===== config.mk =====
export PLATFORM = sky130hd
export DESIGN_NAME = simd_matmul
export DESIGN_NICKNAME = d
export VERILOG_FILES = /design/src/rtl/simd_matmul.sv
export SDC_FILE = /design/constraint.sdc
export NUM_CORES = 2
export LEC_CHECK = 0
export BUFFER_PORTS_ARGS = -buffer_cell sky130_fd_sc_hd__buf_2
export CAP_MARGIN = 20
export CORE_MARGIN = 2
export CORE_UTILIZATION = 65
export CTS_CLUSTER_SIZE = 8
export DETAILED_ROUTE_END_ITERATION = 8
export GPL_TIMING_DRIVEN = 0
export MAX_ROUTING_LAYER = met4
export PLACE_DENSITY = 0.82
export SLEW_MARGIN = 20
export SYNTH_ARGS = -nofsm -noshare
export SYNTH_HDL_FRONTEND = slang
export SYNTH_SLANG_ARGS = --single-unit

===== constraint.sdc =====
create_clock -name clk -period 12.1 [get_ports clk]
set_clock_uncertainty 0.15 [all_clocks]
set_input_delay 0.605 -clock clk [delete_from_list [all_inputs] [get_ports clk]]
set_output_delay 0.605 -clock clk [all_outputs]
set_load 0.02 [all_outputs]

===== src/rtl/simd_matmul.sv =====
module simd_matmul #(
  parameter int N = 4,
  parameter int W = 8,
  localparam int IW = (N > 1) ? $clog2(N) : 1,
  localparam int AW = 2 * W + IW
) (
  input  logic          clk,
  input  logic          rst_n,
  input  logic          ld_en,
  input  logic          ld_sel,
  input  logic [IW-1:0] ld_row,
  input  logic [IW-1:0] ld_col,
  input  logic [W-1:0]  ld_data,
  input  logic          start,
  input  logic          rd_en,
  input  logic [IW-1:0] rd_row,
  input  logic [IW-1:0] rd_col,
  output logic [AW-1:0] rd_data,
  output logic          rd_err,
  output logic          busy,
  output logic          done
);

  typedef enum logic [1:0] {S_IDLE, S_INIT, S_MAC, S_WRITE} state_t;

  state_t        st;
  logic [IW-1:0] row_q, k_q;
  logic          last_k, last_row, ld_ok;
  logic [W-1:0]  a_out [N];
  logic [AW-1:0] c_out [N];
  logic [W-1:0]  a_bc;

  assign busy     = (st != S_IDLE);
  assign last_k   = (k_q == IW'(N - 1));
  assign last_row = (row_q == IW'(N - 1));
  assign ld_ok    = ld_en && !busy;
  assign a_bc     = a_out[k_q];

  always_ff @(posedge clk or negedge rst_n) begin
    if (!rst_n) begin
      st    <= S_IDLE;
      row_q <= '0;
      k_q   <= '0;
      done  <= 1'b0;
    end else begin
      done <= 1'b0;
      case (st)
        S_IDLE:
          if (start) begin
            row_q <= '0;
            st    <= S_INIT;
          end
        S_INIT: begin
          k_q <= '0;
          st  <= S_MAC;
        end
        S_MAC:
          if (last_k) st <= S_WRITE;
          else        k_q <= k_q + 1'b1;
        S_WRITE:
          if (last_row) begin
            st   <= S_IDLE;
            done <= 1'b1;
          end else begin
            row_q <= row_q + 1'b1;
            st    <= S_INIT;
          end
        default: st <= S_IDLE;
      endcase
    end
  end

  for (genvar j = 0; j < N; j++) begin : g_pe
    logic [W-1:0]   am [N];
    logic [W-1:0]   bm [N];
    logic [AW-1:0]  cm [N];
    logic [AW-1:0]  acc;
    logic [2*W-1:0] prod;

    assign prod     = {{W{1'b0}}, a_bc} * {{W{1'b0}}, bm[k_q]};
    assign a_out[j] = am[row_q];
    assign c_out[j] = cm[rd_row];

    always_ff @(posedge clk or negedge rst_n) begin
      if (!rst_n) begin
        for (int r = 0; r < N; r++) begin
          am[r] <= '0;
          bm[r] <= '0;
          cm[r] <= '0;
        end
        acc <= '0;
      end else begin
        if (ld_ok && ld_col == IW'(j)) begin
          if (ld_sel) bm[ld_row] <= ld_data;
          else        am[ld_row] <= ld_data;
        end
        case (st)
          S_INIT:  acc <= '0;
          S_MAC:   acc <= acc + {{(AW-2*W){1'b0}}, prod};
          S_WRITE: cm[row_q] <= acc;
          default: ;
        endcase
      end
    end
  end

  always_ff @(posedge clk or negedge rst_n) begin
    if (!rst_n) begin
      rd_data <= '0;
      rd_err  <= 1'b0;
    end else begin
      rd_err <= rd_en && busy;
      if (rd_en) rd_data <= busy ? '0 : c_out[rd_col];
    end
  end

endmodule


==> impl_metrics.toml <==
[routing]
drtPass1Iterations = 6
wl_um = 108000
drcViolationCount = 0
drtIter0Drc = 2710
ant_nets = 0
routed_via_density = 6.50
route.vias.total = 28000
routedWlPerCell_um = 25.0

[worst_setup_path]
start_kind = "register"
worst-endpoint-arrival_ps = 7750
worst-path-max-fanout = 10
worstPathRequired_ps = 12450
reg2regPathDepth = 23
r2r_start = "row_q[1]"
worst_setup_path_end_kind = "register"
r2r-end = "g_pe[3].acc[16]"
ff2ff_setup_slack_ps = 4700
critical_path_class = "reg -> reg"

[yosys]
synthFlopType = "dfrtp_1"
ys_seq_area_share_pct = 42.0
synth_cells = 3393
async_flop_share_pct = 100
synth_nets = 3785
syn_area_per_cell_sq_um = 11.3
syn_area_sq_um = 38200
synth_edf_count = 0
synth.distinct_cells = 70
yosysWarnings = 0
ys_ff_latch = 642

[clocking]
cts_root_buf = "clkbuf_16"
postCtsSetupRepairBufs = 0
h-tree-depth = 3
cts.path.max_buffers = 3
cts_resized = 0
clk_pin_slew_ps = 50
clkLatencyLatePin_ps = 650
postCtsHoldBufs = 1
cts.sinks = 642
numCtsBuffers = 90
cts_tree = "done"

[timing]
setup_viol_count_final = 0
rsz0062_at_grt = "false"
max_clock_freq_mhz = 135
worst_pin_slew_ps = 1150
fin_crit_ps = 7400
fin_crit_sh_pct = 61.2
setup_tns_ps = 0
slew_viol_final = 0
maxSlewHeadroom_pct = 22.8
hold_viol = 0

[die]
die-width_um = 247
row_count = 88
pin_count = 43
die-area_sq_um = 60800
die_y_um = 247
start_util_pct = 66.0
core_area_sq_um = 57900

[placed_design]
hpwl_um = 75700
port_buffers = 35
dpl_cell_area_sq_um = 39600
gp_congestion = 0.948

[final_layout]
areaGrowthSynthToFinish_pct = 9.86
post_route_cells_drive_above_1_share_pct = 19.6
register_area_sq_um = 16100
fillers = 3784
final_common_cell = "dfrtp_1"
layout.nets = 3920
finalInstanceArea_sq_um = 42000
multi_input_area_sq_um = 19800
final_cell_mix = "642 x dfrtp_1, 444 x inv_1, 390 x nand2_1"

[grt]
grt_usage_pct = 38.0
grt_pass1_vias = 29400
globalRoute.totalOverflow = 0
grt_antenna_before_repair = 1
grt_pass1_wl_um = 168000
grt_max_degree = 99

[min_path]
min_from = "ld_data[7]"
hold_path.class = "in -> reg"
hold-path-cell-count = 2
min_to = "g_pe[2].bm[15]"

[power]
power.density_nw_per_um2 = 211
vdd_drop_max_mv = 0.149
leakage_uw = 0.0205

[run_status]
status = "complete, no violations"

[job]
cap_viol_max_count = 0
[synthesized netlist by cell type, drive strengths merged (3+ instances only)]
library cell  count  share of area [%]
a211oi            6               0.12
a21o             20               0.39
a21oi            43               0.56
a22o              4              0.092
a31o              3              0.069
a31oi             4              0.065
and2             24               0.39
and3              8               0.13
buf              53               0.76
clkbuf          119                1.2
dfrtp           642                 42
fa              200                 10
ha              170                5.6
inv             445                4.4
mux2            363                 11
mux2i            25               0.65
mux4            138                8.1
nand2           390                3.8
nand2b           11               0.18
nand3            50               0.65
nand3b            3              0.059
nand4             7               0.11
nand4b            3              0.069
nor2            179                1.8
nor2b            19               0.31
nor3              8               0.10
nor3b             4              0.079
nor4              4              0.065
o21a             25               0.49
o21ai           304                4.1
o21bai            5              0.098
o22ai            18               0.29
o2bb2ai          12               0.27
o31a              3              0.069
o31ai             7               0.15
o32ai             8               0.18
or2               4              0.065
or3               5              0.082
xnor2            15               0.34
xor2             17               0.39
[logic make-up after synthesis]
logic type / synth area share, %
simple gates: 7.96
flops: 42.0
buf+inv: 6.30
mux: 19.5
compound gates: 7.47
fa+ha+maj: 16.0
xor+xnor: 0.733
[where the power goes]
part	total, uW	internal [uW]	leakage [uW]	switching (uW)
registers	2900	2610	0.00885	290
logic	3680	1310	0.0105	2370
clock network	2280	1340	0.00119	938
total	8860	5260	0.0205	3600
[worst max-delay path by stage]
| stage | from | end | cells past startpoint |
|---|---|---|---|
| after global placement | rst_n | g_pe[2].bm[7] | 1 |
| after floorplan | row_q[0] | g_pe[3].acc[16] | 21 |
| after CTS | row_q[1] | g_pe[3].acc[16] | 23 |
| after global routing | row_q[1] | g_pe[3].acc[16] | 23 |
| final | row_q[1] | g_pe[3].acc[16] | 23 |
| after detailed placement | row_q[1] | g_pe[3].acc[16] | 23 |
[critical path, cell delays in order, from the launching register on]
cell and delay [ps]:
dfrtp_1 450, buf_2 280, clkbuf_1 670, mux4_2 390, mux2i_1 130, nand2_1 140, o21a_1 520, buf_4 340
nand2_1 110, fa_1 530, inv_1 50, fa_1 500, fa_1 490, inv_1 50, fa_1 470, inv_1 40
ha_1 350, a21o_1 200, a21o_1 180, a2111oi_0 570, o21ai_0 170, o21ai_0 220, xor2_1 170, o2bb2ai_1 70
[cell type report]
cell class / instances / share of cell area, %
diodes: 2 / 0.0119
clock buffers: 95 / 5.51
inverters: 445 / 3.98
plain buffers: 172 / 1.76
flip-flops and latches: 642 / 38.3
multi-input cells: 2134 / 47.0
well taps: 765 / 2.28
repair buffers: 43 / 0.924
clock inverters: 6 / 0.256
[through the flow]
step           std cells  hold slack [ps]  util, %  setup slack, ps  power, uW
4_1_cts             4302             96.3     72.5             4820       8750
3_3_place_gp        4193              305     68.0            -3010       6270
2_1_floorplan       3393              159        -             6270       5250
3_5_place_dp        4200              315     68.3             4910       6430
5_1_grt             4303              128     72.5             4380       9290
6_report            4304              113     72.5             4700       8860
[flip-flops by register name, indices dropped and copies added (netlist names)]
signal and count:
rd_data 18, st 2, rd_err 1, row_q 2, g_pe.cm 288, g_pe.acc 72
done 1, k_q 2, g_pe.am 128, g_pe.bm 128
[per-layer routing]
layer,up-vias,routed length (um),track usage [%]
met5,-,0,-
met4,0,8040,24.5
met3,452,9150,7.02
met2,1629,50400,58.6
met1,14200,39900,46.5
li1,11600,-,-
No activity file was read; power rests on OpenSTA's default activity.
